File: src/rtl/blkrx_pkg.sv
package blkrx_pkg;

  typedef enum logic [1:0] {
    EV_NONE = 2'd0,
    EV_BYTE = 2'd1,
    EV_EOD  = 2'd2,
    EV_ERR  = 2'd3
  } rx_ev_e;

  typedef struct packed {
    logic wr_en;
    logic seal;
    logic drop;
    logic free;
  } slot_cmd_t;

  // True when a buffer holding cnt bytes can take one more.
  function automatic logic has_room(input int unsigned cnt, input int unsigned cap);
    return cnt < cap;
  endfunction

  // True when the byte now written is the one that fills the buffer.
  function automatic logic fills_up(input int unsigned cnt, input int unsigned cap);
    return (cnt + 1) == cap;
  endfunction

  // Event priority: an error outranks end-of-data, which outranks a byte.
  function automatic rx_ev_e pick_event(input logic err, input logic eod, input logic bv);
    if (err)      return EV_ERR;
    else if (eod) return EV_EOD;
    else if (bv)  return EV_BYTE;
    return EV_NONE;
  endfunction

endpackage

File: src/rtl/blkrx_slot.sv
module blkrx_slot
  import blkrx_pkg::*;
#(
  parameter int DATA_W = 8,
  parameter int DEPTH  = 8,
  localparam int CNT_W = $clog2(DEPTH + 1),
  localparam int IDX_W = $clog2(DEPTH)
) (
  input  logic              clk,
  input  logic              rst_n,
  input  slot_cmd_t         cmd,
  input  logic [DATA_W-1:0] wr_data,
  input  logic [IDX_W-1:0]  rd_idx,
  output logic [CNT_W-1:0]  cnt,
  output logic              ready,
  output logic [DATA_W-1:0] rd_data
);

  logic [DATA_W-1:0] mem [DEPTH];

  always_ff @(posedge clk) begin
    if (cmd.wr_en) mem[cnt[IDX_W-1:0]] <= wr_data;
  end

  always_ff @(posedge clk or negedge rst_n) begin
    if (!rst_n) begin
      cnt   <= '0;
      ready <= 1'b0;
    end else if (cmd.free) begin
      cnt   <= '0;
      ready <= 1'b0;
    end else if (cmd.drop) begin
      cnt   <= '0;
    end else begin
      if (cmd.wr_en) cnt   <= cnt + 1'b1;
      if (cmd.seal)  ready <= 1'b1;
    end
  end

  assign rd_data = mem[rd_idx];

endmodule

File: src/rtl/blkrx_ctrl.sv
module blkrx_ctrl
  import blkrx_pkg::*;
#(
  parameter int DEPTH = 8,
  localparam int CNT_W = $clog2(DEPTH + 1)
) (
  input  logic                  clk,
  input  logic                  rst_n,
  input  logic                  byte_vld,
  input  logic                  eod,
  input  logic                  crc_ok,
  input  logic                  rx_err,
  input  logic                  blk_set,
  input  logic                  buf_release,
  input  logic [1:0][CNT_W-1:0] slot_cnt,
  input  logic [1:0]            slot_rdy,
  output slot_cmd_t [1:0]       cmd,
  output logic                  wr_sel,
  output logic                  rd_sel,
  output logic                  blk_mode,
  output logic                  blk_clr,
  output logic                  ovf,
  output logic [CNT_W-1:0]      wr_fill,
  output logic                  ev_accept,
  output logic                  ev_overflow,
  output logic                  ev_release_ok
);

  rx_ev_e ev;
  logic   wr_rdy;
  logic   ev_seal;
  logic   ev_drop;
  logic   mode_kill;

  assign ev      = pick_event(rx_err, eod, byte_vld);
  assign wr_fill = slot_cnt[wr_sel];
  assign wr_rdy  = slot_rdy[wr_sel];

  assign ev_overflow   = (ev == EV_BYTE) && wr_rdy;
  assign ev_accept     = (ev == EV_BYTE) && !wr_rdy && has_room(32'(wr_fill), DEPTH);
  assign ev_release_ok = buf_release && slot_rdy[rd_sel];

  // A buffer completes on the filling byte in block mode, or at a good end-of-data.
  assign ev_seal = (ev_accept && blk_mode && fills_up(32'(wr_fill), DEPTH)) ||
                   ((ev == EV_EOD) && crc_ok && !wr_rdy && (wr_fill != '0));
  assign ev_drop = ((ev == EV_ERR) || ((ev == EV_EOD) && !crc_ok)) && !wr_rdy;

  assign mode_kill = (ev == EV_ERR) || (ev == EV_EOD) || ev_overflow;

  always_comb begin
    for (int i = 0; i < 2; i++) begin
      cmd[i].wr_en = ev_accept     && (wr_sel == 1'(i));
      cmd[i].seal  = ev_seal       && (wr_sel == 1'(i));
      cmd[i].drop  = ev_drop       && (wr_sel == 1'(i));
      cmd[i].free  = ev_release_ok && (rd_sel == 1'(i));
    end
  end

  always_ff @(posedge clk or negedge rst_n) begin
    if (!rst_n) begin
      wr_sel   <= 1'b0;
      rd_sel   <= 1'b0;
      blk_mode <= 1'b0;
      blk_clr  <= 1'b0;
      ovf      <= 1'b0;
    end else begin
      wr_sel   <= wr_sel ^ ev_seal;
      rd_sel   <= rd_sel ^ ev_release_ok;
      blk_mode <= mode_kill ? 1'b0 : (blk_mode | blk_set);
      blk_clr  <= mode_kill && blk_mode;
      if (ev_overflow)        ovf <= 1'b1;
      else if (ev_release_ok) ovf <= 1'b0;
    end
  end

endmodule

File: src/rtl/blkrx_mgr.sv
module blkrx_mgr
  import blkrx_pkg::*;
#(
  parameter int DATA_W    = 8,
  parameter int BUF_BYTES = 8,
  localparam int CNT_W    = $clog2(BUF_BYTES + 1),
  localparam int IDX_W    = $clog2(BUF_BYTES)
) (
  input  logic              clk,
  input  logic              rst_n,
  input  logic              byte_vld,
  input  logic [DATA_W-1:0] byte_data,
  input  logic              eod,
  input  logic              crc_ok,
  input  logic              rx_err,
  input  logic              blk_set,
  input  logic              int_en,
  input  logic              buf_release,
  input  logic [IDX_W-1:0]  rd_idx,
  output logic              blk_mode,
  output logic              blk_clr,
  output logic              rx_ok,
  output logic              irq,
  output logic              ovf,
  output logic [CNT_W-1:0]  cur_count,
  output logic [DATA_W-1:0] rd_data
);

  localparam int NBUF = 2;

  slot_cmd_t [NBUF-1:0]             cmd;
  logic      [NBUF-1:0][CNT_W-1:0]  slot_cnt;
  logic      [NBUF-1:0]             slot_rdy;
  logic      [NBUF-1:0][DATA_W-1:0] slot_data;
  logic                             wr_sel;
  logic                             rd_sel;
  logic      [CNT_W-1:0]            wr_fill;
  logic                             ev_accept;
  logic                             ev_overflow;
  logic                             ev_release_ok;

  blkrx_ctrl #(.DEPTH(BUF_BYTES)) u_ctrl (
    .clk           (clk),
    .rst_n         (rst_n),
    .byte_vld      (byte_vld),
    .eod           (eod),
    .crc_ok        (crc_ok),
    .rx_err        (rx_err),
    .blk_set       (blk_set),
    .buf_release   (buf_release),
    .slot_cnt      (slot_cnt),
    .slot_rdy      (slot_rdy),
    .cmd           (cmd),
    .wr_sel        (wr_sel),
    .rd_sel        (rd_sel),
    .blk_mode      (blk_mode),
    .blk_clr       (blk_clr),
    .ovf           (ovf),
    .wr_fill       (wr_fill),
    .ev_accept     (ev_accept),
    .ev_overflow   (ev_overflow),
    .ev_release_ok (ev_release_ok)
  );

  for (genvar g = 0; g < NBUF; g++) begin : g_slot
    blkrx_slot #(.DATA_W(DATA_W), .DEPTH(BUF_BYTES)) u_slot (
      .clk     (clk),
      .rst_n   (rst_n),
      .cmd     (cmd[g]),
      .wr_data (byte_data),
      .rd_idx  (rd_idx),
      .cnt     (slot_cnt[g]),
      .ready   (slot_rdy[g]),
      .rd_data (slot_data[g])
    );
  end

  assign rx_ok     = slot_rdy[rd_sel];
  assign cur_count = rx_ok ? slot_cnt[rd_sel] : '0;
  assign rd_data   = slot_data[rd_sel];
  assign irq       = rx_ok & int_en;

endmodule

File: config.mk
export PLATFORM = sky130hd
export DESIGN_NAME = blkrx_mgr
export DESIGN_NICKNAME = d
export VERILOG_FILES = /design/src/rtl/blkrx_pkg.sv /design/src/rtl/blkrx_slot.sv /design/src/rtl/blkrx_ctrl.sv /design/src/rtl/blkrx_mgr.sv
export SDC_FILE = /design/constraint.sdc
export NUM_CORES = 1
export LEC_CHECK = 0
export BUFFER_PORTS_ARGS = -buffer_cell sky130_fd_sc_hd__buf_2
export CAP_MARGIN = 10
export CELL_PAD_IN_SITES_DETAIL_PLACEMENT = 0
export CELL_PAD_IN_SITES_GLOBAL_PLACEMENT = 2
export CORE_ASPECT_RATIO = 1.75
export CORE_MARGIN = 1.5
export CORE_UTILIZATION = 49
export CTS_CLUSTER_DIAMETER = 150
export DETAILED_ROUTE_END_ITERATION = 16
export GPL_TIMING_DRIVEN = 1
export PLACE_DENSITY_LB_ADDON = 0.08
export SLEW_MARGIN = 15
export SYNTH_ARGS = -nofsm -noshare
export SYNTH_HDL_FRONTEND = slang
export SYNTH_SLANG_ARGS = --single-unit
File: constraint.sdc
create_clock -name clk -period 5.11 [get_ports clk]
set_clock_uncertainty 0.1 [all_clocks]
set_input_delay 0.511 -clock clk [delete_from_list [all_inputs] [get_ports clk]]
set_output_delay 0.511 -clock clk [all_outputs]
set_load 0.005 [all_outputs]
# After elaboration in Yosys (flattened, before gate mapping)

Memory sizes are Yosys's and may differ from the RTL's.
Cells that the tools add are included.

$add $sub $neg: 3
$mul: 0
Divide/modulo/power cells: 0
Order comparisons: 3
Eq/ne operators: 6
Shifts and indexed selects: 0
Multiplexer cells: 37
Bitwise operators: 6
Reductions and logical operators: 34

Operators with widths:

| operator              | count |
|---|---|
| $mux W4               | 11 |
| $eq A32 B4 Y1 const B | 1 |
| $logic_and A1 B1 Y1   | 20 |
| $mux W1               | 20 |
| $mux W8               | 2 |
| $add A4 B1 Y4 const B | 2 |
| $mux W2               | 4 |
| $reduce_bool A2 Y1    | 3 |
| $reduce_bool A3 Y1    | 2 |
| $add A4 B1 Y5 const B | 1 |
| $eq A2 B2 Y1 const B  | 2 |
| $logic_or A1 B1 Y1    | 4 |
| $lt A1 B2 Y1 const B  | 2 |
| $lt A4 B4 Y1 const B  | 1 |
| $ne A2 B2 Y1 const B  | 2 |
| $reduce_and A2 Y1     | 2 |
| $reduce_bool A4 Y1    | 1 |
| $eq A2 B1 Y1 const B  | 1 |
| $logic_not A1 Y1      | 2 |
| $not A1 Y1            | 2 |
| $xor A1 B1 Y1         | 2 |
| $and A1 B1 Y1         | 1 |
| $or A1 B1 Y1          | 1 |

Register bits after elaboration: 15
Latch bits: 0
RAM bits: 128
Bits in read-only memories: 0
Bits of input ports: 20
Output and inout port bits: 17
Memories: 2

Memory list:

| name                 | depth | bits a word | rd ports | clocked after Yosys merged registers in | wr ports | line             | source |
|---|---|---|---|---|---|---|---|
| g_slot[0].u_slot.mem | 8     | 8           | 1        | 0                                       | 1        | blkrx_slot.sv:19 | `logic [DATA_W-1:0] mem [DEPTH];` |
| g_slot[1].u_slot.mem | 8     | 8           | 1        | 0                                       | 1        | blkrx_slot.sv:19 |  |

# Depth between registers and ports, before layout

Gate-level depths: netlist of run 1.

Word-level depth: 14
Gate-level depth with buffers: 7

# Cells and area by module

A second synthesis of run 1 with hierarchy kept.

Cells, all modules: 310
Area total of the unflattened synthesis: 6,108.4 um^2

Modules (own cells, without submodules):

| module     | times used | cells each | area an instance (um^2) | seq. area each (um^2) |
|---|---|---|---|---|
| blkrx_slot | 2          | 125        | 2,746.4                 | 2,047.0 |
| blkrx_ctrl | 1          | 42         | 427.9                   | 125.1 |
| blkrx_mgr  | 1          | 18         | 187.7                   | 0.0 |

# Worst setup path after synthesis of run 1

OpenSTA, ideal clock, no wires.

Path kind: input port to flip-flop
Start: input port rx_err
End: memory g_slot[1].u_slot.mem[0][0], enable pin
Library setup time: 383 ps
Data arrival time: 2,070 ps
Data required time: 4,627 ps
Slack: 2,557 ps
Stages: 3
Cell sequence: or3b_4 -> or4_1 -> nor3_1

Word-level cells in the longest chain between the ends: 8
Elaborated cells between the ends (all ways): 9
Those cells by class: 1 x eq/ne; 5 x mux; 3 x reduce/logical

Ends and longest elaborated chain:

| element                              | line             | source |
|---|---|---|
| start, declared                      | blkrx_mgr.sv:15  | `input logic rx_err,` |
| $mux W2 or $mux W1 (tied branches)   | blkrx_pkg.sv:29  | `if (err) return EV_ERR;` |
| $mux W2 (*)                          | blkrx_pkg.sv:32  | `return EV_NONE;` |
| $eq A2 B1 Y1 (*)                     | blkrx_ctrl.sv:40 | `assign ev_accept = (ev == EV_BYTE) && !wr_rdy && has_room(32'(wr_fill), DEPTH);` |
| $logic_and A1 B1 Y1 (*) (2 in a row) | blkrx_ctrl.sv:40 |  |
| $logic_and A1 B1 Y1 (*)              | blkrx_ctrl.sv:52 | `cmd[i].wr_en = ev_accept && (wr_sel == 1'(i));` |
| $mux W1 (*)                          | blkrx_slot.sv:22 | `if (cmd.wr_en) mem[cnt[IDX_W-1:0]] <= wr_data;` |
| $mux W1 (not written as such) (*)    | blkrx_slot.sv:22 |  |
| end, declared                        | blkrx_slot.sv:19 |  |

Every way passes the cells marked *; elsewhere a longest branch is shown, timed or not.

# Worst setup path after layout of run 1

Start: input port rd_idx[0]
End: output port rd_data[2]

Word-level cells in the longest chain between the ends: 3
Elaborated cells between the ends (all ways): 4
Those cells by class: 2 x mux; 2 x memory

Ends and longest elaborated chain:

| element                                        | line            | source |
|---|---|---|
| start, declared                                | blkrx_mgr.sv:19 | `input logic [IDX_W-1:0] rd_idx,` |
| $mem_v2 Z8 W8                                  | n/a             |  |
| $mux W8 (not written as such) (*) (2 in a row) | blkrx_mgr.sv:80 | `assign rd_data = slot_data[rd_sel];` |
| end, declared                                  | blkrx_mgr.sv:26 | `output logic [DATA_W-1:0] rd_data` |

Every way passes the cells marked *; elsewhere a longest branch is shown, timed or not. The select of a mux whose other input is x is not followed.

==> impl_summary.log, run 1 <==
INFO  metric run_status = complete, no violations
INFO  metric numCtsBuffers = 17
INFO  metric cp_cell_sequence = buf_2, buf_4, mux4_2, a22oi_1, nand2_1, buf_2
INFO  metric postSynthAreaPerCell = 18.1 µm²
INFO  metric initial_core_util = 0.505
INFO  metric route.vias.total = about 3,100
INFO  metric min-delay-path-class = primary input to flip-flop
INFO  metric floorplan.die.height = 148 µm
INFO  metric r2r_slack = 2.10 ns
INFO  metric crit-reg2reg-launch = u_ctrl.wr_sel
INFO  metric postSynth.topFlopCell = edfxtp_1
INFO  metric period_needed = about 3.1 ns
INFO  metric placed_cells = 483
INFO  metric place.port_buffers = 36
INFO  metric power_switching = 0.000774 W
INFO  metric cell_type_with_the_highest_occurrence_count_on_the_critical_path = buf_2
INFO  metric globalRoute.totalOverflow = 0
INFO  metric setup-tns-final = 0 ns
INFO  metric cts_resized = 0
INFO  metric fill_cells = ~900
INFO  metric postCtsHoldBufs = 1
INFO  metric critical_path.startpoint = rd_idx[0]
INFO  metric instances_no_fill = a little over 500
INFO  metric critPathRequiredTime = 4.50 ns
INFO  metric critical_path.endpoint = rd_data[2]
INFO  metric timing.final.hold_violations = 0
INFO  metric cts_root_buffer_type = clkbuf_16
INFO  metric power.internal = 0.00214 W
INFO  metric grt_antenna_before_repair = 0
INFO  metric detail_route.vias_per_cell = just over 6
INFO  metric cp.arrival = 2.50 ns
INFO  metric grtUsageTotal = 0.222
INFO  metric count_of_max_cap_constraint_violations = 0
INFO  metric powerDensity = 429 mW/mm²
INFO  metric worst_pin_slew = 1.06 ns
INFO  metric row_count = 52
INFO  metric seq_area_frac_synth = 0.717
INFO  metric bufs_on_longest_clock_path = 2
INFO  metric final_nets = 394
INFO  metric clock_latency = 0.41 ns
INFO  metric grt_setup_unrepaired = no
INFO  metric drt_drc_violations_left = 0
INFO  metric worst_setup_hold_path_clk_slew = 0.06 ns
INFO  metric post-dp-hpwl = approximately 9000 µm
INFO  metric postRouteAntennaNets = 0
INFO  metric worst_path_max_delay_cell = buf_2
INFO  metric insertedDiodeCount = 0
INFO  metric crit_path_end_kind = primary output
INFO  metric dieArea = 0.0127 mm²
INFO  metric gp_congestion = 0.763
INFO  metric crit_path_max_fanout = 24
INFO  metric post-cts-setup-buffer-count = 0
INFO  metric grt_pass1_wl = 20,000 µm
INFO  metric io-pin-count = 37
INFO  metric synth_fp_nets = 352
INFO  metric post_synth_instance_area = slightly below 0.006 mm²
INFO  metric grt_start_max_net_pins = 33
INFO  metric finalWirelength = 13,100 µm
INFO  metric synthesis.instances = 326
INFO  metric worst_r2r_path_depth = 3
INFO  metric design.core.area = around 0.012 mm²
INFO  metric netSwitchingFraction = 0.266
INFO  metric area_delta_synth_final = 15.2%
INFO  metric layout-drive-gt1-share = 0.297
INFO  metric max-slew-margin-rel = 0.290
INFO  metric share_clk_of_total_power = 0.409
INFO  metric critPathMaxStageDelay = about 0.66 ns
INFO  metric critical_path.reg2reg.endpoint = g_slot[1].u_slot.mem[6][4]
INFO  metric yosys_register_bits = 143
INFO  metric portion_of_total_power_attributed_to_combinational_logic = 0.117
INFO  metric wl_per_cell = about 25 µm
INFO  metric cts_h_tree_depth = 4
INFO  metric grt_pass1_vias = 3,360
INFO  metric criticalPathCategory = primary input to primary output
INFO  metric seq_power_share = 0.474
INFO  metric synth_edf_count = 128
INFO  metric initialDrtViolationCount = 154
INFO  metric maxSlewViolCount = 0
INFO  metric die_x = 85.8 µm
INFO  metric first_pass_iters = 4
INFO  metric post-route-period-util = 0.608
INFO  metric tritoncts = yes
INFO  metric ir_drop = roughly 0.24 mV
INFO  metric finalSetupViolations = 0
INFO  metric synth_async_sr_flop_share = 0.105
INFO  metric warning_count_from_the_yosys_run = 0
INFO  metric max_freq = 0.322 GHz
INFO  metric sort_of_element_at_the_start_of_the_critical_path = primary input
INFO  metric cts.sinks = roughly 140
INFO  metric total_leakage_power = around 2.3 nW
INFO  metric synth_cell_types = between 40 and 50
-- metal layers --
metal | routed length [µm] | vias up | share of wire | GRT usage
met2 | 7660 | 80 | 0.58 | 0.414
met1 | 4880 | 1632 | 0.37 | 0.248
li1 | - | 1412 | - | -
met4 | 236 | 0 | 0.018 | 0.0815
met3 | 328 | 18 | 0.025 | 0.0391
met5 | 0 | - | 0 | 0
-- placed cells by master (no fill, tap or decap), types with 3 or more instances in the layout --
cell type / n
a211oi_1: 9
a22oi_1: 16
buf_2: 36
buf_4: 3
clkbuf_16: 17
clkinvlp_4: 4
dfrtp_1: 15
edfxtp_1: 128
ha_1: 6
inv_1: 8
inv_6: 6
mux2i_1: 6
mux4_2: 32
nand2_1: 12
nand2b_1: 4
nand4_1: 3
nor2_1: 21
nor2b_1: 6
nor3_1: 5
nor3_2: 3
o31ai_1: 5
or4_1: 4
-- through the flow --
stage / cell area (µm²) / hold slack [ns] / total power [W] / setup WS [ns] / utilization
finish: 6780 / 0.199 / 0.00291 / 2.00 / 0.582
global route: 6780 / 0.191 / 0.00301 / 1.79 / 0.582
CTS: 6780 / 0.186 / 0.00293 / 1.92 / 0.582
detailed placement: 6200 / 0.358 / 0.00175 / 1.92 / 0.532
global placement: 6190 / 0.357 / 0.00175 / 1.85 / 0.532
floorplan: 5880 / 0.115 / 0.00160 / 2.56 / -
-- registers in the layout (all words and copies together), names as in the netlist --
register / cells
g_slot.u_slot.cnt: 8
g_slot.u_slot.mem: 128
g_slot.u_slot.ready: 2
u_ctrl.blk_clr: 1
u_ctrl.blk_mode: 1
u_ctrl.ovf: 1
u_ctrl.rd_sel: 1
u_ctrl.wr_sel: 1
-- area by class of cell --
class | count | area, µm² | share of cell area
Multi-Input combinational cell | 158 | 1580 | 0.232
Inverter | 8 | 30.0 | 0.00443
Tap cell | 135 | 169 | 0.0249
Clock buffer | 17 | 425 | 0.0627
Sequential cell | 143 | 4220 | 0.622
Timing Repair Buffer | 40 | 213 | 0.0314
Clock inverter | 15 | 149 | 0.0220
-- logic make-up (layout without fill, tap and decap cells) --
family	Yosys count	after routing	synth area share
AO/OA/AOI/OAI	39	39	0.0498
adder cells (fa/ha/maj)	6	6	0.0128
buffers and inverters	25	80	0.0179
flip-flops	143	143	0.717
multiplexers	39	39	0.135
AND/OR/NAND/NOR	74	74	0.0680
-- worst min path at each step --
stage                        from                 endpoint  slack [ns]  cells past startpoint
after global placement      rst_n               u_ctrl.ovf        0.36                      1
after global routing      blk_set          u_ctrl.blk_mode        0.19                      2
after detailed placement    rst_n               u_ctrl.ovf        0.36                      1
after floorplan             rst_n  g_slot[0].u_slot.cnt[0]        0.12                      0
after CTS                 blk_set          u_ctrl.blk_mode        0.19                      2
final                     blk_set          u_ctrl.blk_mode        0.20                      2
-- synthesized netlist by cell type (2+ instances only) --
cell | count | area, µm²
nor2b_1 | 6 | 37.5
mux2i_1 | 6 | 60.1
nor3_1 | 8 | 40.0
a22oi_1 | 16 | 120
edfxtp_1 | 128 | 3840
clkbuf_1 | 10 | 37.5
mux4_2 | 32 | 721
nor2_1 | 21 | 78.8
nand2_1 | 12 | 45.0
or3b_2 | 2 | 17.5
o31ai_1 | 5 | 37.5
or3_1 | 2 | 12.5
and2_1 | 2 | 12.5
dfrtp_1 | 15 | 375
inv_1 | 8 | 30.0
and3b_1 | 2 | 17.5
a211oi_1 | 9 | 67.6
buf_1 | 3 | 11.3
buf_2 | 3 | 15.0
or4_1 | 4 | 30.0
nand3_1 | 2 | 10.0
nand2b_1 | 4 | 25.0
ha_1 | 6 | 75.1
nand4_1 | 3 | 18.8
-- critical path, delay by kind of cell --
family / cells / cell delay (ns)
buffers and inverters: 3 / 1.15
multiplexers: 1 / 0.51
AO/OA/AOI/OAI: 1 / 0.22
AND/OR/NAND/NOR: 1 / 0.07
-- power groups by stage --
stage	sequential [W]	clock (W)	combinational, W
2_1_floorplan	0.00136	0	0.000239
3_3_place_gp	0.00140	0	0.000344
3_5_place_dp	0.00140	0	0.000347
4_1_cts	0.00138	0.00120	0.000349
5_1_grt	0.00139	0.00125	0.000377
6_report	0.00138	0.00119	0.000340
No activity file was read; power rests on OpenSTA's default activity.
==> run 2: changes to the inputs <==
--- a/config.mk
+++ b/config.mk
@@ -11,7 +11,7 @@
 export CELL_PAD_IN_SITES_GLOBAL_PLACEMENT = 2
 export CORE_ASPECT_RATIO = 1.75
 export CORE_MARGIN = 1.5
-export CORE_UTILIZATION = 49
+export CORE_UTILIZATION = 46
 export CTS_CLUSTER_DIAMETER = 150
 export DETAILED_ROUTE_END_ITERATION = 16
 export GPL_TIMING_DRIVEN = 1
==> constraint.sdc (replaced) <==
create_clock -name clk -period 3.1 [get_ports clk]
set_clock_uncertainty 0.1 [all_clocks]
set_input_delay 0.31 -clock clk [delete_from_list [all_inputs] [get_ports clk]]
set_output_delay 0.31 -clock clk [all_outputs]
set_load 0.005 [all_outputs]
==> run 2 against run 1 <==
Net effect:
- die area grew 6.3%
- largest power group unchanged
- count of clock-buffer cells in the layout grew 3
- critical path type is now flip-flop to primary output
- highest routed layer unchanged
- first-iteration DRC count grew 2.6%
- flip-flop and latch count did not move
- worst setup slack got worse by 1.5 ns
- via count increased by 0.95%
==> impl_summary.log, run 2 (same netlist as run 1, synthesis figures left out) <==
INFO  metric final_common_cell = edfxtp_1
INFO  metric worst_setup_hold_path_clk_slew = 0.06 ns
INFO  metric final_util = 0.558
INFO  metric final.hold.worst_slack = 0.122 ns
INFO  metric drt_drc_violations_left = 0
INFO  metric criticalPathCategory = flip-flop to primary output
INFO  metric crit_path_max_fanout = 11
INFO  metric insertedDiodeCount = 0
INFO  metric first_pass_iters = 4
INFO  metric instances_no_fill = 566
INFO  metric largest_register_ff_count = between 100 and 150
INFO  metric critPathRequiredTime = roughly 2.7 ns
INFO  metric setup-tns-final = 0 ns
INFO  metric placed_cells = 532
INFO  metric cp_cell_sequence = nor2b_1, a22oi_1, nand2_1, buf_2
INFO  metric area_delta_synth_final = 18.5%
INFO  metric ir_drop = 0.360 mV
INFO  metric powerDensity = 701 mW/mm²
INFO  metric timing.final.hold_violations = 0
INFO  metric tritoncts = yes
INFO  metric max_freq = 0.387 GHz
INFO  metric grt_antenna_before_repair = 0
INFO  metric run_status = complete, no violations
INFO  metric critPathMaxStageDelay = approximately 0.66 ns
INFO  metric fill_cells = 1,015
INFO  metric cts_root_buffer_type = clkbuf_16
INFO  metric row_count = 54
INFO  metric place.port_buffers = 36
INFO  metric worst_path_max_delay_cell = dfrtp_1
INFO  metric initialDrtViolationCount = ~160
INFO  metric sort_of_element_at_the_start_of_the_critical_path = flip-flop
INFO  metric dieArea = 0.0135 mm²
INFO  metric critPathTopFamily = simple AND/OR/NAND/NOR gates
INFO  metric grt_start_max_net_pins = 33
INFO  metric grt_pass1_vias = 3,504
INFO  metric io-pin-count = 37
INFO  metric die_x = 88.5 µm
INFO  metric wl_per_cell = 23.3 µm
INFO  metric gp_congestion = slightly above 0.8
INFO  metric worst_pin_slew = 0.757 ns
INFO  metric cp.arrival = ~2.2 ns
INFO  metric grt_setup_unrepaired = no
INFO  metric grt_pass1_wl = approximately 20,000 µm
INFO  metric count_of_max_cap_constraint_violations = 0
INFO  metric route.vias.total = about 3,200
INFO  metric final_nets = about 410
INFO  metric initial_core_util = 0.471
INFO  metric post-cts-setup-buffer-count = 0
INFO  metric period_needed = 2.58 ns
INFO  metric post-dp-hpwl = between 9000 and 10,000 µm
INFO  metric globalRoute.totalOverflow = 0
INFO  metric crit_path_end_kind = primary output
INFO  metric cts.sinks = around 140
INFO  metric cts_h_tree_depth = 4
INFO  metric design.core.area = 0.0125 mm²
INFO  metric postRouteAntennaNets = 0
INFO  metric detail_route.vias_per_cell = 5.60
INFO  metric layout-drive-gt1-share = 0.309
INFO  metric top_library_cells_by_usage_in_the_layout_fill_and_taps_aside = edfxtp_1, buf_2, mux4_2
INFO  metric post-route-period-util = 0.833
INFO  metric min-delay-path-class = primary input to flip-flop
INFO  metric clock_latency = around 0.4 ns
INFO  metric floorplan.die.height = 153 µm
INFO  metric multi_input_area = about 0.0016 mm²
INFO  metric total_leakage_power = 2.44 nW
INFO  metric grtUsageTotal = 0.217
INFO  metric numCtsBuffers = 17
INFO  metric maxSlewViolCount = 0
INFO  metric seq_area = 0.00422 mm²
INFO  metric finalWirelength = 13,200 µm
INFO  metric critical_path_buf_inv_count = 1
INFO  metric max-slew-margin-rel = 0.492
INFO  metric finalSetupViolations = 0
INFO  metric bufs_on_longest_clock_path = 2
[run 2: cell types whose count changed in the layout (fill, tap and decap cells not counted), moves of 2 or more]
| cell | change |
|---|---|
| buf_4 | +15 |
| bufinv_16 | +2 |
| clkbuf_1 | +3 |
| inv_6 | -3 |
| inv_8 | -2 |
| nor3_1 | +3 |
| nor3_2 | -3 |
[run 2: final timing paths]
check                              start                          to  slack [ns]  depth (start not counted)
max                        u_ctrl.rd_sel                  rd_data[4]        0.52                          4
min                             byte_vld             u_ctrl.blk_mode        0.12                          3
max reg2reg                u_ctrl.wr_sel  g_slot[1].u_slot.mem[0][2]        0.64                          4
min reg2reg                   u_ctrl.ovf                  u_ctrl.ovf        0.43                          2
max in group asynchronous          rst_n      g_slot[0].u_slot.ready        2.36                          2
min in group asynchronous          rst_n              u_ctrl.blk_clr        0.25                          2
[run 2: metal layers]
layer,share of wire,global-route usage
met5,0,0
met4,0.018,0.0737
met3,0.031,0.0471
met2,0.61,0.415
met1,0.34,0.222
[run 2: worst reg2reg max path: stages (launching register included)]
cell and delay [ns]:
dfrtp_1 0.60, mux2_2 0.44, or4_1 0.63, nor3_1 0.18, buf_4 0.21
[run 2: layout make-up]
cell class	count	share of cell area
clock buffer	20	0.0626
clock inverter	12	0.0230
timing repair buffer	57	0.0510
multi-input combinational	158	0.224
tap	168	0.0302
inverter	8	0.00431
sequential	143	0.605
[run 2: what timing repair did]
| item | 4_1_cts | 5_1_grt |
|---|---|---|
| hold buffers | 2 | 0 |
| endpoints found under the hold margin | 16 | 0 |
| resized for setup | 0 | 0 |
[run 2: through the flow]
stage	power (W)	worst slack [ns]	area, µm²
floorplan	0.00264	0.646	5880
global placement	0.00290	0.695	6350
detailed placement	0.00290	0.672	6350
CTS	0.00495	0.477	6970
global route	0.00509	0.398	6970
finish	0.00489	0.519	6970
[run 2: power by group]
part	switching [W]	internal, W	total (W)
Sequential	0.000108	0.00216	0.00227
Combinational	0.000336	0.000247	0.000583
Clock	0.000762	0.00127	0.00203
==> run 3: changes to the inputs <==
==> constraint.sdc (replaced) <==
create_clock -name clk -period 2.7 [get_ports clk]
set_clock_uncertainty 0.1 [all_clocks]
set_input_delay 0.27 -clock clk [delete_from_list [all_inputs] [get_ports clk]]
set_output_delay 0.27 -clock clk [all_outputs]
set_load 0.005 [all_outputs]
==> run 3 against run 2 <==
Net effect:
- via count is 1.5% higher
- power increased by 14%
- non-clock buffer count grew 10
- die area stayed put
- worst setup slack got worse by 0.14 ns
- critical path depth increased by 1
- cell area increased by 0.95%
- flip-flop and latch count is the same
- routed wire length decreased by 1.0%
- critical endpoint is now rd_data[6]
==> impl_summary.log, run 3 (same netlist as run 1, synthesis figures left out) <==
INFO  metric power_after_layout = roughly 0.0056 W
INFO  metric area_delta_synth_final = 19.6%
INFO  metric layout-drive-gt1-share = 0.333
INFO  metric post-route-period-util = 0.860
INFO  metric largest_register_ff_count = roughly 130
INFO  metric row_count = 54
INFO  metric crit-reg2reg-launch = g_slot[1].u_slot.ready
INFO  metric cp.arrival = 1.95 ns
INFO  metric bufs_on_longest_clock_path = 2
INFO  metric powerDensity = between 700 and 800 mW/mm²
INFO  metric post-dp-hpwl = 9060 µm
INFO  metric place.port_buffers = 36
INFO  metric maxSlewViolCount = 0
INFO  metric worst_setup_hold_path_clk_slew = 0.06 ns
INFO  metric instances_no_fill = 576
INFO  metric io-pin-count = 37
INFO  metric cts.sinks = 143
INFO  metric clock_latency = 0.41 ns
INFO  metric first_pass_iters = 5
INFO  metric timing.final.hold_violations = 0
INFO  metric gr-usage-met2 = 0.394
INFO  metric ir_drop = 0.469 mV
INFO  metric initialDrtViolationCount = 196
INFO  metric cts_resized = 0
INFO  metric max-slew-margin-rel = 0.479
INFO  metric criticalPathCategory = flip-flop to primary output
INFO  metric globalRoute.totalOverflow = 0
INFO  metric initial_core_util = 0.471
INFO  metric count_of_max_cap_constraint_violations = 0
INFO  metric globalRouteMet1Util = 0.233
INFO  metric design.core.area = approximately 0.012 mm²
INFO  metric max_freq = 0.431 GHz
INFO  metric timing.hold.worst_path_depth = 3
INFO  metric gp_congestion = a little over 0.8
INFO  metric numCtsBuffers = 17
INFO  metric min-delay-start = byte_vld
INFO  metric grtUsageMet3 = 0.0428
INFO  metric min-delay-path-class = primary input to flip-flop
INFO  metric final_nets = 421
INFO  metric sort_of_element_at_the_start_of_the_critical_path = flip-flop
INFO  metric dieArea = 0.0135 mm²
INFO  metric drt_drc_violations_left = 0
INFO  metric gr-max-usage-layer = met2
INFO  metric grt_pass1_wl = 20,000 µm
INFO  metric grt_antenna_before_repair = 0
INFO  metric finalWirelength = 13,100 µm
INFO  metric grt_start_max_net_pins = 33
INFO  metric top_library_cells_by_usage_in_the_layout_fill_and_taps_aside = edfxtp_1, buf_2, mux4_2
INFO  metric total_leakage_power = 2.50 nW
INFO  metric cts_h_tree_depth = 4
INFO  metric run_status = complete, no violations
INFO  metric grtUsageTotal = 0.214
INFO  metric crit_path_max_fanout = 11
INFO  metric period_needed = 2.32 ns
INFO  metric tritoncts = yes
INFO  metric setup-tns-final = 0 ns
INFO  metric route.vias.total = 3,218
INFO  metric critPathRequiredTime = around 2.3 ns
INFO  metric die_x = 88.5 µm
INFO  metric r2r_slack = 0.52 ns
INFO  metric hold-path-endpoint = u_ctrl.blk_mode
INFO  metric cts_root_buffer_type = clkbuf_16
INFO  metric worst_pin_slew = ~0.78 ns
INFO  metric insertedDiodeCount = 0
INFO  metric grt_setup_unrepaired = no
INFO  metric worst_r2r_path_depth = 4
INFO  metric placed_cells = 542
INFO  metric postRouteAntennaNets = 0
INFO  metric wl_per_cell = 22.7 µm
INFO  metric postCtsHoldBufs = 2
INFO  metric finalSetupViolations = 0
INFO  metric final_common_cell = edfxtp_1
INFO  metric post-cts-setup-buffer-count = 0
INFO  metric critical_path.reg2reg.endpoint = g_slot[1].u_slot.mem[4][3]
INFO  metric grt_pass1_vias = 3,427
INFO  metric floorplan.die.height = 153 µm
INFO  metric crit_path_end_kind = primary output
INFO  metric detail_route.vias_per_cell = 5.59
## run 3: changes by cell type in the layout (fill, tap and decap cells not counted), moves of 2 or more
| cell | previous run | this run |
|---|---|---|
| clkbuf_1 | 3 | 0 |
| bufinv_16 | 3 | 1 |
| buf_4 | 18 | 27 |
| clkinvlp_4 | 4 | 2 |
| inv_8 | 0 | 3 |
| clkinv_4 | 1 | 3 |
## run 3: power by group
group,internal (W),switching [W]
Sequential,0.00248,0.0000807
Clock,0.00130,0.000943
Combinational,0.000319,0.000439
## run 3: routing by layer
layer,part of all wire,vias up
li1,-,1467
met3,0.030,11
met5,0,-
met1,0.36,1667
met4,0.012,0
met2,0.60,73
## run 3: worst max-delay path: stages (launching register included)
cell     delay (ns)
dfrtp_1        0.68
nor2b_1        0.21
buf_4          0.21
a22oi_1        0.20
nand2_1        0.09
buf_2          0.13
## run 3: cell type report
| cell class | instances | area, µm² |
|---|---|---|
| multi-input combinational | 158 | 1560 |
| sequential | 143 | 4220 |
| tap | 168 | 210 |
| clock inverter | 15 | 150 |
| timing repair buffer | 67 | 443 |
| fill | 1021 | 5460 |
| clock buffer | 17 | 425 |
| inverter | 8 | 30.0 |
## run 3: how the worst max path moves through the flow
stage                       start                         end  slack (ns)  cells after the start
floorplan           u_ctrl.wr_sel  g_slot[1].u_slot.mem[0][0]        0.25                      3
global placement           rx_err  g_slot[1].u_slot.mem[4][2]        0.50                      5
detailed placement         rx_err  g_slot[1].u_slot.mem[4][0]        0.46                      5
CTS                 u_ctrl.rd_sel                  rd_data[6]        0.35                      5
global route        u_ctrl.rd_sel                  rd_data[6]        0.22                      5
finish              u_ctrl.rd_sel                  rd_data[6]        0.38                      5
## run 3: stage by stage
step	setup slack [ns]	cell area, µm²	hold slack [ns]	util
4_1_cts	0.353	7040	0.0755	0.563
2_1_floorplan	0.246	5880	-0.126	-
3_3_place_gp	0.503	6440	0.114	0.515
3_5_place_dp	0.455	6440	0.112	0.515
5_1_grt	0.222	7040	0.0888	0.563
6_report	0.379	7040	0.0842	0.563
